**config.mk**
```make
export PLATFORM = sky130hd
export DESIGN_NAME = ee_shadow_xfer
export DESIGN_NICKNAME = d
export VERILOG_FILES = /design/src/rtl/ee_shadow_pkg.sv /design/src/rtl/ee_sk_timer.sv /design/src/rtl/ee_frame_shifter.sv /design/src/rtl/ee_xfer_ctrl.sv /design/src/rtl/ee_shadow_xfer.sv
export SDC_FILE = /design/constraint.sdc
export NUM_CORES = 1
export LEC_CHECK = 0
export BUFFER_PORTS_ARGS = -buffer_cell sky130_fd_sc_hd__buf_2
export CORE_AREA = 2 2 143 145
export CTS_CLUSTER_DIAMETER = 200
export DETAILED_ROUTE_END_ITERATION = 12
export DIE_AREA = 0 0 145 147
export SYNTH_ARGS = -nofsm -noshare
export SYNTH_HDL_FRONTEND = slang
export SYNTH_SLANG_ARGS = --single-unit
```
**constraint.sdc**
```tcl
create_clock -name clk -period 4.15 [get_ports clk]
set_clock_uncertainty 0.2 [all_clocks]
set_input_delay 0.83 -clock clk [delete_from_list [all_inputs] [get_ports clk]]
set_output_delay 0.83 -clock clk [all_outputs]
set_load 0.005 [all_outputs]
```
**src/rtl/ee_shadow_pkg.sv**
```systemverilog
`timescale 1ns/1ps
package ee_shadow_pkg;

  typedef enum logic [1:0] {
    OP_EWEN  = 2'b00,
    OP_WRITE = 2'b01,
    OP_READ  = 2'b10
  } ee_op_e;

  typedef enum logic [1:0] {
    FS_IDLE,
    FS_BITS,
    FS_GAP,
    FS_POLL
  } fs_state_e;

  typedef enum logic [3:0] {
    XC_BOOT,
    XC_IDLE,
    XC_RD_ISSUE,
    XC_RD_WAIT,
    XC_RD_HI,
    XC_RD_NEXT,
    XC_EW_ISSUE,
    XC_EW_WAIT,
    XC_WF_LO,
    XC_WF_HI,
    XC_WF_CAPLO,
    XC_WF_CAPHI,
    XC_WR_ISSUE,
    XC_WR_WAIT,
    XC_FINISH
  } xc_state_e;

endpackage

```
**src/rtl/ee_sk_timer.sv**
```systemverilog
`timescale 1ns/1ps
// Bit-slot timer: SK low for the first half slot, high for the second.
module ee_sk_timer #(
  parameter int DIV = 32
) (
  input  logic clk,
  input  logic rst,
  input  logic en,
  output logic sk,
  output logic bit_end
);
  localparam int CW   = $clog2(DIV);
  localparam int HALF = DIV / 2;

  logic [CW-1:0] cnt;

  always_ff @(posedge clk) begin
    if (rst || !en) begin
      cnt <= '0;
      sk  <= 1'b0;
    end else begin
      if (cnt == CW'(DIV - 1)) cnt <= '0;
      else                     cnt <= cnt + CW'(1);
      if (cnt == CW'(HALF - 1))     sk <= 1'b1;
      else if (cnt == CW'(DIV - 1)) sk <= 1'b0;
    end
  end

  assign bit_end = en && (cnt == CW'(DIV - 1));
endmodule

```
**src/rtl/ee_frame_shifter.sv**
```systemverilog
`timescale 1ns/1ps
// Shifts one frame out (MSB first), optionally captures trailing input bits,
// then holds CS low for one slot and optionally polls the line for ready.
module ee_frame_shifter
  import ee_shadow_pkg::*;
#(
  parameter int TXW = 27,
  parameter int DIV = 32,
  localparam int NW = $clog2(TXW + 1)
) (
  input  logic           clk,
  input  logic           rst,
  input  logic           start,
  input  logic [TXW-1:0] tx_bits,
  input  logic [NW-1:0]  n_out,
  input  logic [NW-1:0]  n_in,
  input  logic           poll,
  input  logic           di,
  output logic           cs,
  output logic           sk,
  output logic           dout,
  output logic           doe,
  output logic [15:0]    rx,
  output logic           fin
);
  localparam int GW = $clog2(DIV);

  fs_state_e      state;
  logic [TXW-1:0] txsr;
  logic [NW-1:0]  left, nin_r;
  logic           poll_r;
  logic [GW-1:0]  gap;
  logic           bit_end;

  ee_sk_timer #(.DIV(DIV)) u_timer (
    .clk     (clk),
    .rst     (rst),
    .en      (state == FS_BITS),
    .sk      (sk),
    .bit_end (bit_end)
  );

  always_ff @(posedge clk) begin
    if (rst) begin
      state  <= FS_IDLE;
      txsr   <= '0;
      left   <= '0;
      nin_r  <= '0;
      poll_r <= 1'b0;
      gap    <= '0;
      rx     <= '0;
      cs     <= 1'b0;
      doe    <= 1'b0;
      fin    <= 1'b0;
    end else begin
      fin <= 1'b0;
      case (state)
        FS_IDLE: if (start) begin
          txsr   <= tx_bits;
          left   <= n_out + n_in;
          nin_r  <= n_in;
          poll_r <= poll;
          cs     <= 1'b1;
          doe    <= (n_out != '0);
          state  <= FS_BITS;
        end
        FS_BITS: if (bit_end) begin
          txsr <= {txsr[TXW-2:0], 1'b0};
          if (left <= nin_r) rx <= {rx[14:0], di};
          left <= left - NW'(1);
          if (left - NW'(1) == nin_r) doe <= 1'b0;
          if (left == NW'(1)) begin
            cs    <= 1'b0;
            doe   <= 1'b0;
            gap   <= '0;
            state <= FS_GAP;
          end
        end
        FS_GAP: begin
          gap <= gap + GW'(1);
          if (gap == GW'(DIV - 1)) begin
            gap <= '0;
            if (poll_r) begin
              cs    <= 1'b1;
              state <= FS_POLL;
            end else begin
              fin   <= 1'b1;
              state <= FS_IDLE;
            end
          end
        end
        FS_POLL: begin
          if (gap < GW'(4)) gap <= gap + GW'(1);
          else if (di) begin
            cs     <= 1'b0;
            poll_r <= 1'b0;
            gap    <= '0;
            state  <= FS_GAP;
          end
        end
        default: state <= FS_IDLE;
      endcase
    end
  end

  assign dout = txsr[TXW-1];
endmodule

```
**src/rtl/ee_xfer_ctrl.sv**
```systemverilog
`timescale 1ns/1ps
// Pass sequencer: boot load, command load, and write-enabled save.
module ee_xfer_ctrl
  import ee_shadow_pkg::*;
#(
  parameter int AW  = 8,
  localparam int TXW = 3 + AW + 16,
  localparam int NW  = $clog2(TXW + 1)
) (
  input  logic           clk,
  input  logic           rst,
  input  logic           cmd_read,
  input  logic           cmd_write,
  input  logic           write_permit,
  input  logic           fs_fin,
  input  logic [15:0]    fs_rx,
  input  logic [7:0]     ram_rdata,
  output logic           fs_start,
  output logic [TXW-1:0] fs_tx,
  output logic [NW-1:0]  fs_nout,
  output logic [NW-1:0]  fs_nin,
  output logic           fs_poll,
  output logic [AW+1:0]  ram_addr,
  output logic [7:0]     ram_wdata,
  output logic           ram_we,
  output logic           ram_re,
  output logic           rd_busy,
  output logic           wr_busy,
  output logic           done
);
  // AW must be at least 3 so the write-enable address keeps a zero field.
  localparam logic [AW-1:0] EWEN_ADDR = {2'b11, {(AW-2){1'b0}}};

  xc_state_e     state;
  logic [AW-1:0] widx;
  logic [7:0]    lo_b, hi_b;

  always_ff @(posedge clk) begin
    if (rst) begin
      state     <= XC_BOOT;
      widx      <= '0;
      lo_b      <= '0;
      hi_b      <= '0;
      fs_start  <= 1'b0;
      fs_tx     <= '0;
      fs_nout   <= '0;
      fs_nin    <= '0;
      fs_poll   <= 1'b0;
      ram_addr  <= '0;
      ram_wdata <= '0;
      ram_we    <= 1'b0;
      ram_re    <= 1'b0;
      rd_busy   <= 1'b0;
      wr_busy   <= 1'b0;
      done      <= 1'b0;
    end else begin
      fs_start <= 1'b0;
      ram_we   <= 1'b0;
      ram_re   <= 1'b0;
      done     <= 1'b0;
      case (state)
        XC_BOOT: begin
          rd_busy <= 1'b1;
          widx    <= '0;
          state   <= XC_RD_ISSUE;
        end
        XC_IDLE: begin
          if (cmd_read) begin
            rd_busy <= 1'b1;
            widx    <= '0;
            state   <= XC_RD_ISSUE;
          end else if (cmd_write && write_permit) begin
            wr_busy <= 1'b1;
            widx    <= '0;
            state   <= XC_EW_ISSUE;
          end
        end
        XC_RD_ISSUE: begin
          fs_start <= 1'b1;
          fs_tx    <= {1'b1, OP_READ, widx, 16'h0000};
          fs_nout  <= NW'(3 + AW);
          fs_nin   <= NW'(16);
          fs_poll  <= 1'b0;
          state    <= XC_RD_WAIT;
        end
        XC_RD_WAIT: if (fs_fin) begin
          ram_we    <= 1'b1;
          ram_addr  <= {widx, 2'b00};
          ram_wdata <= fs_rx[7:0];
          state     <= XC_RD_HI;
        end
        XC_RD_HI: begin
          ram_we    <= 1'b1;
          ram_addr  <= {widx, 2'b10};
          ram_wdata <= fs_rx[15:8];
          state     <= XC_RD_NEXT;
        end
        XC_RD_NEXT: begin
          if (&widx) state <= XC_FINISH;
          else begin
            widx  <= widx + AW'(1);
            state <= XC_RD_ISSUE;
          end
        end
        XC_EW_ISSUE: begin
          fs_start <= 1'b1;
          fs_tx    <= {1'b1, OP_EWEN, EWEN_ADDR, 16'h0000};
          fs_nout  <= NW'(3 + AW);
          fs_nin   <= '0;
          fs_poll  <= 1'b0;
          state    <= XC_EW_WAIT;
        end
        XC_EW_WAIT: if (fs_fin) state <= XC_WF_LO;
        XC_WF_LO: begin
          ram_re   <= 1'b1;
          ram_addr <= {widx, 2'b00};
          state    <= XC_WF_HI;
        end
        XC_WF_HI: begin
          ram_re   <= 1'b1;
          ram_addr <= {widx, 2'b10};
          state    <= XC_WF_CAPLO;
        end
        XC_WF_CAPLO: begin
          lo_b  <= ram_rdata;
          state <= XC_WF_CAPHI;
        end
        XC_WF_CAPHI: begin
          hi_b  <= ram_rdata;
          state <= XC_WR_ISSUE;
        end
        XC_WR_ISSUE: begin
          fs_start <= 1'b1;
          fs_tx    <= {1'b1, OP_WRITE, widx, hi_b, lo_b};
          fs_nout  <= NW'(TXW);
          fs_nin   <= '0;
          fs_poll  <= 1'b1;
          state    <= XC_WR_WAIT;
        end
        XC_WR_WAIT: if (fs_fin) begin
          if (&widx) state <= XC_FINISH;
          else begin
            widx  <= widx + AW'(1);
            state <= XC_WF_LO;
          end
        end
        XC_FINISH: begin
          rd_busy <= 1'b0;
          wr_busy <= 1'b0;
          done    <= 1'b1;
          state   <= XC_IDLE;
        end
        default: state <= XC_IDLE;
      endcase
    end
  end
endmodule

```
**src/rtl/ee_shadow_xfer.sv**
```systemverilog
`timescale 1ns/1ps
module ee_shadow_xfer #(
  parameter int EE_AW   = 8,
  parameter int CLK_DIV = 32
) (
  input  logic             clk,
  input  logic             rst,
  input  logic             cmd_read,
  input  logic             cmd_write,
  input  logic             write_permit,
  output logic             rd_busy,
  output logic             wr_busy,
  output logic             done,
  output logic [EE_AW+1:0] ram_addr,
  output logic [7:0]       ram_wdata,
  output logic             ram_we,
  output logic             ram_re,
  input  logic [7:0]       ram_rdata,
  output logic             ee_cs,
  output logic             ee_sk,
  output logic             ee_do,
  output logic             ee_doe,
  input  logic             ee_di
);
  localparam int TXW = 3 + EE_AW + 16;
  localparam int NW  = $clog2(TXW + 1);

  logic           fs_start, fs_poll, fs_fin;
  logic [TXW-1:0] fs_tx;
  logic [NW-1:0]  fs_nout, fs_nin;
  logic [15:0]    fs_rx;

  ee_xfer_ctrl #(.AW(EE_AW)) u_ctrl (
    .clk          (clk),
    .rst          (rst),
    .cmd_read     (cmd_read),
    .cmd_write    (cmd_write),
    .write_permit (write_permit),
    .fs_fin       (fs_fin),
    .fs_rx        (fs_rx),
    .ram_rdata    (ram_rdata),
    .fs_start     (fs_start),
    .fs_tx        (fs_tx),
    .fs_nout      (fs_nout),
    .fs_nin       (fs_nin),
    .fs_poll      (fs_poll),
    .ram_addr     (ram_addr),
    .ram_wdata    (ram_wdata),
    .ram_we       (ram_we),
    .ram_re       (ram_re),
    .rd_busy      (rd_busy),
    .wr_busy      (wr_busy),
    .done         (done)
  );

  ee_frame_shifter #(.TXW(TXW), .DIV(CLK_DIV)) u_shift (
    .clk     (clk),
    .rst     (rst),
    .start   (fs_start),
    .tx_bits (fs_tx),
    .n_out   (fs_nout),
    .n_in    (fs_nin),
    .poll    (fs_poll),
    .di      (ee_di),
    .cs      (ee_cs),
    .sk      (ee_sk),
    .dout    (ee_do),
    .doe     (ee_doe),
    .rx      (fs_rx),
    .fin     (fs_fin)
  );
endmodule

```
# Yosys cells after proc, flatten, opt, wreduce, memory -nomap -nowiden
# Cells that the tools add are included.
[word_totals]
wordCells = 185
register_bits = 160
output_inout_bits = 27
in_bits = 14
[classes]
n_mux = 69
addsub = 5
bitwise_logic = 2
reduce_logical = 41
n_lt_le_gt_ge = 2
n_eq_ne = 38
[op_table]
columns = ["operator", "count"]
rows = [
  ["$pmux 27 s3", 1],
  ["$pmux 4 s14", 1],
  ["$mux 27", 2],
  ["$pmux 27 s2", 1],
  ["$mux 8", 5],
  ["$mux 5", 7],
  ["$pmux 8 s4", 1],
  ["$pmux 10 s3", 1],
  ["$pmux 5 s2", 3],
  ["$eq 4x4->1 const B", 7],
  ["$mux 4", 6],
  ["$mux 1", 22],
  ["$eq 4x3->1 const B", 4],
  ["$ne 2x1->1 const B", 8],
  ["$pmux 8 s2", 1],
  ["$reduce_and 4->1", 4],
  ["$pmux 5 s3", 1],
  ["$mux 2", 7],
  ["$reduce_bool 2->1", 7],
  ["$reduce_and 3->1", 4],
  ["$reduce_bool 3->1", 4],
  ["$add 5x1->5 const B", 2],
  ["$eq 5x5->1 const B", 2],
  ["$mux 10", 1],
  ["other kinds (34)", 55],
]

# Depth between registers and ports, before layout
# Gate-level depths: netlist of the first run.
[logic_depth]
depth_word = 6
ltp_mapped = 9
ltp_nobuf = 8

# By module
# Synthesis of the first run repeated with hierarchy kept, for this count alone.
[hier_totals]
cells_unflattened = 820
area_unflattened_um2 = 6842.8
[by_module_without_submodules]
columns = ["mod", "cells_each", "instances", "area_each_um2", "seq_area_each_um2"]
rows = [
  ["ee_xfer_ctrl", 400, 1, 3375.7, 1581.5],
  ["ee_frame_shifter", 394, 1, 3194.3, 1281.2],
  ["ee_sk_timer", 26, 1, 272.8, 120.1],
]

# Worst setup path after synthesis of the first run
# No wires, ideal clock.
[synth_timing]
path_kind = "in2reg"
start = "input port cmd_write"
end = "register u_ctrl.widx[5]"
path_slack_ns = 2.099
setup_ns = 0.130
required_ns = 3.820
n_path_buf = 1
cell_stages = 6
arrival_ns = 1.721
cell_sequence = "a21oi_1 nand3_1 nand3_2 buf_4 o41ai_1 a21oi_1"
[synth_via]
elab_chain_len = 3
[synth_lines]
columns = ["item", "line", "rtl"]
rows = [
  ["start: declaration", "ee_shadow_xfer.sv:9", "input logic cmd_write,"],
  ["$logic_and 1x1->1", "ee_xfer_ctrl.sv:72", "end else if (cmd_write && write_permit) begin"],
  ["$ne 3x2->1 (no source line)", "--", ""],
  ["$reduce_and 3->1 (no source line)", "--", ""],
  ["end signal: assignment", "ee_xfer_ctrl.sv:101", "widx <= widx + AW'(1);"],
  ["end signal: assignment", "ee_xfer_ctrl.sv:143", "widx <= widx + AW'(1);"],
  ["end: declaration", "ee_xfer_ctrl.sv:35", "logic [AW-1:0] widx;"],
]
# Every way passes these cells.
# A chain may end at the register's enable or synchronous reset.

# Worst setup path after layout of the first run
[layout_timing]
start = "register u_ctrl.state[3]"
end = "register u_ctrl.fs_tx[3]"
[layout_via]
elab_chain_len = 2
word_cells_on_any_way = 5
cone_classes = "eq/ne: 3; mux: 1; reduce/logical: 1"
[layout_lines]
columns = ["item", "line", "rtl"]
rows = [
  ["start: declaration", "ee_xfer_ctrl.sv:34", "xc_state_e state;"],
  ["start signal: assignment", "ee_xfer_ctrl.sv:40", "state <= XC_BOOT;"],
  ["start signal: assignment", "ee_xfer_ctrl.sv:65", "state <= XC_RD_ISSUE;"],
  ["start signal: assignment", "ee_xfer_ctrl.sv:71", "state <= XC_RD_ISSUE;"],
  ["$eq 4x4->1, or another cell as far along", "ee_xfer_ctrl.sv:61", "case (state)"],
  ["$pmux 27 s3 / $reduce_bool 3->1 (equally long branches)", "--", ""],
  ["end signal: assignment", "ee_xfer_ctrl.sv:80", "fs_tx <= {1'b1, OP_READ, widx, 16'h0000};"],
  ["end signal: assignment", "ee_xfer_ctrl.sv:107", "fs_tx <= {1'b1, OP_EWEN, EWEN_ADDR, 16'h0000};"],
  ["end signal: assignment", "ee_xfer_ctrl.sv:134", "fs_tx <= {1'b1, OP_WRITE, widx, hi_b, lo_b};"],
  ["end: declaration", "ee_xfer_ctrl.sv:19", "output logic [TXW-1:0] fs_tx,"],
]
# Parallel ways exist; a longest one is shown, timed or not. The select of a mux whose other input is x is not followed.

==> results.json, run 1 <==
{
  "yosysTopAreaCell": "dfxtp_1",
  "leakagePower_nw": 2.62,
  "rows": 52,
  "cts_max_level": 4,
  "hold_path_end": "u_shift.u_timer.cnt[0]",
  "min_period_ns": 2.62,
  "drive_gt1_share_pct": 12.1,
  "worst_slew_pin_slew_ns": 1.08,
  "slowest_delay_ns": 0.91,
  "placed_area_um2": 6590,
  "layout_worst_path_cycle_share_pct": 63.2,
  "peakVddDrop_v": 0.000337,
  "yosys-top-cells-area": "dfxtp_1, nor2_1, nand2_1",
  "fin_util_pct": 36.3,
  "final_area_um2": 7210,
  "antenna_found_initial": 0,
  "status": "finished clean",
  "yosys.cell_count.top_type": "dfxtp_1",
  "regArea_um2": 2940,
  "wl_met1_um": 7030,
  "grt_setup_unrepaired": "no",
  "dieWidth_um": 145,
  "critPathTopFamily": "simple AND/OR/NAND/NOR gates",
  "die-area_um2": 21300,
  "rrSetupSlack_ns": 1.53,
  "cts_tree": "yes",
  "ys_ff_latch": 147,
  "grt_max_degree": 83,
  "grt_usage_pct": 13.2,
  "initial_core_util_pct": 31.5,
  "synth_edf_count": 0,
  "cts.clk_slew.worst_paths_ns": 0.06,
  "multi_input_area_um2": 3000,
  "yosysTopAreaCellShare_pct": 47.1,
  "cts_buffer_depth": 2,
  "r2r_start": "u_ctrl.state[3]",
  "wl_per_cell_um": 13.5,
  "design.core.area_um2": 19800,
  "worstSetupPathType": "reg -> reg",
  "start_kind": "flip-flop",
  "synth_cell_types": 60,
  "async_reset_ff_share_pct": 0,
  "required_ns": 4.30,
  "synth_area_um2": 6250,
  "syn_inst": 726,
  "drc": 0,
  "cp_slowest_cell": "nor3b_2",
  "r2r_cells": 5,
  "grt_overflow": 0,
  "ioPinCount": 41,
  "arrival_ns": 2.77,
  "portBuffers": 39,
  "post_cts_buffers": 0,
  "hold_class": "reg -> reg",
  "gp_congestion": 0.815,
  "vias": 4959,
  "slew_headroom_pct": 27.7,
  "dominantRegCellSynth": "dfxtp_1",
  "critPathBufInv": 1,
  "min_from": "u_shift.u_timer.cnt[0]",
  "diodes": 0,
  "hpwl_um": 8820,
  "dr.pass1.iters": 4,
  "drv_cap": 0,
  "wl_met3_um": 404,
  "wl_um": 13700,
  "hold_viol": 0,
  "ys_seq_area_share_pct": 47.1,
  "p_per_area_nw_per_um2": 577,
  "grt_pass1_vias": 4655,
  "fmax_mhz": 381,
  "syn_avg_cell_area_um2": 8.61,
  "root_buffer": "clkbuf_16",
  "syn_nets": 751,
  "highest_layer": "met4",
  "die_h_um": 147,
  "fin_nets": 763,
  "setup_viol": 0,
  "vias_per_cell": 4.86,
  "cts.sinks": 147,
  "first_iter_violations": 348,
  "r2r-end": "u_ctrl.fs_tx[3]",
  "synth_commonest_cells": "dfxtp_1, nor2_1, nand2_1",
  "cts_buffers": 17,
  "syn_to_final_growth_pct": 15.3,
  "cp_max_fo": 16,
  "grt_pass1_wl_um": 23300,
  "cp-end-kind": "flip-flop",
  "clk_latency_ns": 0.42,
  "min_path_cells": 1,
  "drtAntennaViolNets": 0,
  "synth_warnings": 0,
  "fill_cells": 2047,
  "hold_buffers": 0,
  "fin_tns_setup_ns": 0,
  "crit_path_cell_trace": "buf_4 -> nand2b_1 -> nor3b_2 -> a22oi_1 -> nor2_1",
  "post_cts_resized": 0,
  "slew_violations": 0,
  "hold_slack_ns": 0.248,
  "wl_met2_um": 6160
}
-- how the worst max path moves through the flow --
stage / cells after the start / slack (ns) / from / to
after floorplan: 6 / 2.10 / cmd_write / u_ctrl.widx[5]
after global placement: 5 / 1.52 / u_ctrl.state[3] / u_ctrl.fs_tx[12]
after detailed placement: 5 / 1.51 / u_ctrl.state[3] / u_ctrl.fs_tx[7]
after CTS: 5 / 1.50 / u_ctrl.state[3] / u_ctrl.fs_tx[7]
after global routing: 5 / 1.30 / u_ctrl.state[3] / u_ctrl.fs_tx[3]
final: 5 / 1.53 / u_ctrl.state[3] / u_ctrl.fs_tx[3]
-- worst reg2reg max path: cells and delay by family, from the launching register on --
| kind | cells | cell delay [ns] |
|---|---|---|
| simple gates | 3 | 1.20 |
| flops | 1 | 0.65 |
| buf+inv | 1 | 0.30 |
| compound gates | 1 | 0.21 |
-- power breakdown --
group / total, mW / internal, mW / switching [mW] / leakage (nW)
clock: 1.62 / 0.991 / 0.629 / 0.296
combinational: 0.805 / 0.304 / 0.501 / 1.13
sequential: 1.73 / 1.57 / 0.163 / 1.19
-- cells by family (layout without fill, tap and decap cells) --
kind of cell	count (synthesis)	after routing	share of synthesized area, %
simple gates	298	298	21.5
flops	147	147	47.1
xor+xnor	6	6	0.840
mux	35	35	5.62
fa+ha+maj	11	11	2.20
buf+inv	69	94	5.18
other cells	1	1	0.0600
compound gates	159	159	17.5
-- layout by cell type, fill, tap and decap left out, types with 17 or more instances in the layout --
| cell | n |
|---|---|
| a21oi_1 | 49 |
| dfxtp_1 | 147 |
| a22oi_1 | 23 |
| clkbuf_16 | 17 |
| mux2i_1 | 34 |
| inv_1 | 17 |
| buf_2 | 38 |
| a311oi_1 | 27 |
| nand2_1 | 108 |
| nor2_1 | 116 |
-- sequential cells by signal, indices dropped and copies added (netlist names), 2 cells and up --
register             count
u_shift.u_timer.cnt      5
u_ctrl.ram_addr          9
u_ctrl.state             4
u_shift.state            2
u_shift.rx              16
u_ctrl.ram_wdata         8
u_shift.gap              5
u_ctrl.widx              8
u_shift.left             5
u_shift.txsr            27
u_ctrl.fs_tx            27
u_ctrl.hi_b              8
u_ctrl.lo_b              8
-- per-stage QoR --
stage	power [mW]	instances	setup WS [ns]
finish	4.16	1021	1.53
global placement	2.57	989	1.52
floorplan	2.40	726	2.10
CTS	4.20	1021	1.50
detailed placement	2.57	989	1.51
global route	4.38	1021	1.30
-- per-layer routing --
layer / GRT usage, % / vias up
met2: 20.5 / 68
met5: 0 / -
li1: - / 2566
met4: 4.16 / 0
met3: 3.01 / 12
met1: 18.3 / 2313
-- area by class of cell --
cell class,instances,area share [%]
multi-input cells,510,41.6
flip-flops and latches,147,40.8
clock buffers,20,6.33
well taps,270,4.69
repair buffers,45,3.37
clock inverters,12,2.33
inverters,17,0.885
(Power assumes the default switching activity.)
==> inputs of run 2 (changes only) <==
- clock period: 4.15 -> 2.34 ns (I/O delays scaled with it)
==> run 2 against run 1 <==
Final cell count up 2.3%. Total power is 83% higher. Global-route usage is 0.35 points higher. Flip-flop and latch count is the same. Via count rose by 3.0%. Non-clock buffer count up 23. Combinational power rose by 110%.
==> results.json, run 2 (synthesis gave the netlist of run 1 again) <==
{
  "status": "finished clean",
  "r2r_cells": 7,
  "first_iter_violations": 361,
  "drc": 0,
  "fin_util_pct": 37.6,
  "die-area_um2": 21300,
  "hpwl_um": 9030,
  "final_common_cell": "dfxtp_1",
  "worstSetupPathType": "reg -> reg",
  "worst_slew_pin_slew_ns": 0.739,
  "cp-end-kind": "flip-flop",
  "design.core.area_um2": 19800,
  "drv_cap": 0,
  "wl_per_cell_um": 13.4,
  "layout_worst_path_cycle_share_pct": 91.5,
  "fmax_mhz": 467,
  "die_h_um": 147,
  "rows": 52,
  "hold_buffers": 0,
  "cts.sinks": 147,
  "grt_setup_unrepaired": "no",
  "slew_headroom_pct": 50.7,
  "cp_max_fo": 10,
  "intPower_mw": 5.22,
  "grt_pass1_vias": 4740,
  "start_kind": "flip-flop",
  "p_sw_share_pct": 31.5,
  "cts.clk_slew.worst_paths_ns": 0.06,
  "cts_buffer_depth": 2,
  "required_ns": 2.48,
  "diodes": 0,
  "antenna_found_initial": 0,
  "dp_slack_ns": 0.134,
  "p_seq_share_pct": 39.7,
  "peakVddDrop_v": 0.000561,
  "initial_core_util_pct": 31.5,
  "min_path_cells": 3,
  "hold_viol": 0,
  "setup_ws_ns": 0.198,
  "min_period_ns": 2.14,
  "setup_viol": 0,
  "p_clk_share_pct": 37.6,
  "gp_congestion": 0.790,
  "most-common-layout-cells": "dfxtp_1, nor2_1, nand2_1, a21oi_1, buf_2",
  "grt_usage_pct": 13.6,
  "cts_buffers": 17,
  "cts_max_level": 4,
  "hold_class": "in -> reg",
  "vias_per_cell": 4.89,
  "cts_tree": "yes",
  "vias": 5109,
  "largestRegisters": "u_ctrl.fs_tx x27, u_shift.txsr x27, u_shift.rx x16",
  "arrival_ns": 2.28,
  "switchingPower_mw": 2.40,
  "combPwrFrac_pct": 22.8,
  "drtAntennaViolNets": 0,
  "dieWidth_um": 145,
  "syn_to_final_growth_pct": 19.2,
  "grt_max_degree": 81,
  "wl_um": 14000,
  "portBuffers": 39,
  "fin_tns_setup_ns": 0,
  "drive_gt1_share_pct": 15.0,
  "leakagePower_nw": 2.77,
  "grt_pass1_wl_um": 23900,
  "p_per_area_nw_per_um2": 1020,
  "dr.pass1.iters": 6,
  "slew_violations": 0,
  "root_buffer": "clkbuf_16",
  "ioPinCount": 41,
  "grt_overflow": 0,
  "clk_latency_ns": 0.43,
  "fin_nets": 786
}
[run 2: cell types whose count changed in the layout (fill, tap and decap cells not counted), sizes merged]
cell      before  now
clkinvlp       3    2
clkbuf        20   18
buf           45   67
inv           22   25
clkinv         1    2
[run 2: critical path, cell delays in order, from the launching register on]
cell	delay [ns]
dfxtp_1	0.52
buf_4	0.20
nor2b_1	0.30
nand3_1	0.19
buf_4	0.19
nand3b_1	0.07
nand2_1	0.18
a211oi_1	0.21
[run 2: through the flow]
step / instances / power (mW) / hold slack [ns] / instance area, um^2
final: 1044 / 7.62 / 0.0897 / 7460
after global placement: 1009 / 4.73 / 0.234 / 6790
after detailed placement: 1009 / 4.74 / 0.241 / 6790
after global routing: 1044 / 8.05 / 0.0877 / 7460
after floorplan: 726 / 4.26 / 0.218 / 6250
after CTS: 1041 / 7.63 / 0.0756 / 7400
[run 2: power groups by stage]
stage	sequential (mW)	clock, mW	combinational (mW)
after floorplan	2.98	0	1.28
after global placement	3.06	0	1.66
after detailed placement	3.07	0	1.67
after CTS	3.02	2.93	1.68
after global routing	3.06	3.05	1.94
final	3.02	2.86	1.73
[run 2: layer usage]
layer	track usage, %	up-vias	routed length [um]	part of all wire (%)
met5	0	-	0	0
met2	20.2	102	6230	44
met4	4.90	0	124	0.88
met1	19.3	2379	7090	51
li1	-	2617	-	-
met3	3.04	11	582	4.1
[run 2: area by class of cell]
type / instances / area (um^2)
Clock buffer: 17 / 425
Clock inverter: 15 / 194
Fill cell: 2042 / 12400
Inverter: 17 / 63.8
Multi-Input combinational cell: 510 / 3010
Sequential cell: 147 / 2940
Tap cell: 270 / 338
Timing Repair Buffer: 68 / 483
[run 2: final timing paths]
| check | slack, ns | from | end |
|---|---|---|---|
| worst max-delay path | 0.20 | u_ctrl.state[0] | u_ctrl.widx[6] |
| worst min-delay path | 0.09 | ram_rdata[4] | u_ctrl.hi_b[4] |
| worst max register to register | 0.20 | u_ctrl.state[0] | u_ctrl.widx[6] |
| worst min register to register | 0.25 | u_shift.u_timer.cnt[0] | u_shift.u_timer.cnt[0] |
[run 2: repair_timing]
action	4_1_cts	5_1_grt
setup endpoints to repair	0	38
endpoints found under the hold margin	0	0
setup buffers	0	2
resized for setup	0	2
==> inputs of run 3 (changes only) <==
- BUFFER_PORTS_ARGS: -buffer_cell sky130_fd_sc_hd__buf_2 -> default
- DONT_BUFFER_PORTS: default -> 1
- clock period: 2.34 -> 2.7 ns (I/O delays scaled with it)
==> run 3 against run 2 <==
Utilization is 1.3 points lower. Critical path type unchanged. Critical path depth is the same. Largest cell class unchanged. Critical endpoint is now u_ctrl.ram_wdata[6]. Sequential share of layout area is 1.4 points higher. Setup slack worse by 0.031 ns. Highest routed layer unchanged. Combinational power fell by 25%. Cell area shrank 3.5%. Total power fell by 16%. Via count is 4.5% lower.
==> results.json, run 3 (synthesis gave the netlist of run 1 again) <==
{
  "min_path_cells": 1,
  "wl_per_cell_um": 14.2,
  "leakagePower_nw": 2.53,
  "wl_um": 14200,
  "grt_usage_pct": 13.9,
  "r2r_start": "u_ctrl.state[1]",
  "r2r_cells": 7,
  "r2r-end": "u_ctrl.ram_wdata[6]",
  "dieWidth_um": 145,
  "setup_viol": 0,
  "initial_core_util_pct": 31.5,
  "cp_max_fo": 17,
  "die_h_um": 147,
  "cts_tree": "yes",
  "fmax_mhz": 395,
  "ioPinCount": 41,
  "grt_pass1_vias": 4728,
  "required_ns": 2.87,
  "grt_setup_unrepaired": "no",
  "clk_latency_ns": 0.43,
  "arrival_ns": 2.70,
  "drive_gt1_share_pct": 9.05,
  "dp.cells": 959,
  "cts_buffer_depth": 2,
  "cp-end-kind": "flip-flop",
  "final_common_cell": "dfxtp_1",
  "p_per_area_nw_per_um2": 893,
  "final_area_um2": 7200,
  "min_period_ns": 2.53,
  "fin_nets": 741,
  "grt_overflow": 0,
  "start_kind": "flip-flop",
  "slew_violations": 0,
  "vias": 4878,
  "gp_congestion": 0.763,
  "grt_pass1_wl_um": 24200,
  "drtAntennaViolNets": 0,
  "status": "finished clean",
  "rrSetupSlack_ns": 0.17,
  "layout_worst_path_cycle_share_pct": 93.8,
  "diodes": 0,
  "drv_cap": 0,
  "antenna_found_initial": 0,
  "drc": 0,
  "dr.pass1.iters": 4,
  "slew_headroom_pct": 32.9,
  "hold_viol": 0,
  "portBuffers": 0,
  "design.core.area_um2": 19800,
  "worst_slew_pin_slew_ns": 1.01,
  "cts_buffers": 17,
  "vias_per_cell": 4.88,
  "hpwl_um": 8520,
  "most-common-layout-cells": "dfxtp_1, nor2_1, nand2_1, a21oi_1, mux2i_1",
  "cts_max_level": 4,
  "grt_max_degree": 105,
  "placed_area_um2": 6470,
  "crit_end": "u_ctrl.ram_wdata[6]",
  "die-area_um2": 21300,
  "fin_tns_setup_ns": 0,
  "worstSetupPathType": "reg -> reg",
  "first_iter_violations": 352,
  "syn_to_final_growth_pct": 15.1,
  "peakVddDrop_v": 0.000446,
  "hold_class": "in -> reg",
  "largestRegisters": "u_ctrl.fs_tx x27, u_shift.txsr x27, u_shift.rx x16",
  "final_cells": 999,
  "rows": 52,
  "cts.clk_slew.worst_paths_ns": 0.07,
  "root_buffer": "clkbuf_16",
  "crit_start": "u_ctrl.state[1]",
  "cts.sinks": 147
}
[run 3: cell count changes in the layout (fill, tap and decap cells not counted), sizes merged]
cell / before / now
inv: 25 / 23
clkinvlp: 2 / 4
clkbuf: 18 / 17
buf: 67 / 16
dlygate4sd3: 0 / 7
[run 3: worst max-delay path, stage by stage (launching register included)]
cell and delay, ns:
dfxtp_1 0.42, buf_4 0.23, or3b_4 0.43, a21oi_4 0.19, buf_6 0.20, nor2_1 0.06
a211oi_2 0.17, dlygate4sd3_1 0.56
[run 3: how the worst min path moves through the flow]
stage	slack, ns	to	startpoint
global route	0.01	u_ctrl.done	rst
CTS	0.02	u_ctrl.done	rst
finish	0.04	u_ctrl.done	rst
detailed placement	0.23	u_shift.u_timer.cnt[0]	u_shift.u_timer.cnt[0]
floorplan	0.22	u_shift.u_timer.cnt[0]	u_shift.u_timer.cnt[0]
global placement	0.23	u_ctrl.fs_tx[26]	u_ctrl.fs_tx[26]
[run 3: cell type report]
cell class	count	area, um^2
fill	2075	12600
inverter	17	63.8
sequential	147	2940
multi-input combinational	510	3000
timing repair buffer	23	226
clock buffer	17	425
clock inverter	15	198
tap	270	338
[run 3: per-stage QoR]
step | setup slack (ns) | power, mW | util, % | hold WS, ns
2_1_floorplan | 0.681 | 3.69 | - | 0.218
6_report | 0.167 | 6.43 | 36.3 | 0.0386
5_1_grt | 0.0331 | 6.80 | 36.3 | 0.0133
3_5_place_dp | 0.320 | 3.92 | 32.6 | 0.234
3_3_place_gp | 0.372 | 3.91 | 32.6 | 0.231
4_1_cts | 0.0818 | 6.48 | 36.2 | 0.0203
[run 3: repair_timing]
action	4_1_cts	5_1_grt
hold endpoints to repair	109	0
buffers inserted	0	0
hold buffers	8	0
setup endpoints to repair	0	5
gates resized for setup	0	4
[run 3: report_power, final]
| part | switching [mW] | total [mW] | leakage, nW | internal [mW] |
|---|---|---|---|---|
| clock | 1.02 | 2.50 | 0.292 | 1.48 |
| sequential | 0.219 | 2.64 | 1.19 | 2.42 |
| combinational | 0.802 | 1.29 | 1.05 | 0.490 |
[run 3: layer usage]
metal	share of wire (%)	track usage [%]	wire, um
met5	0	0	0
met4	0.74	5.35	105
met3	4.5	3.14	641
met2	44	21.3	6240
met1	51	19.1	7190
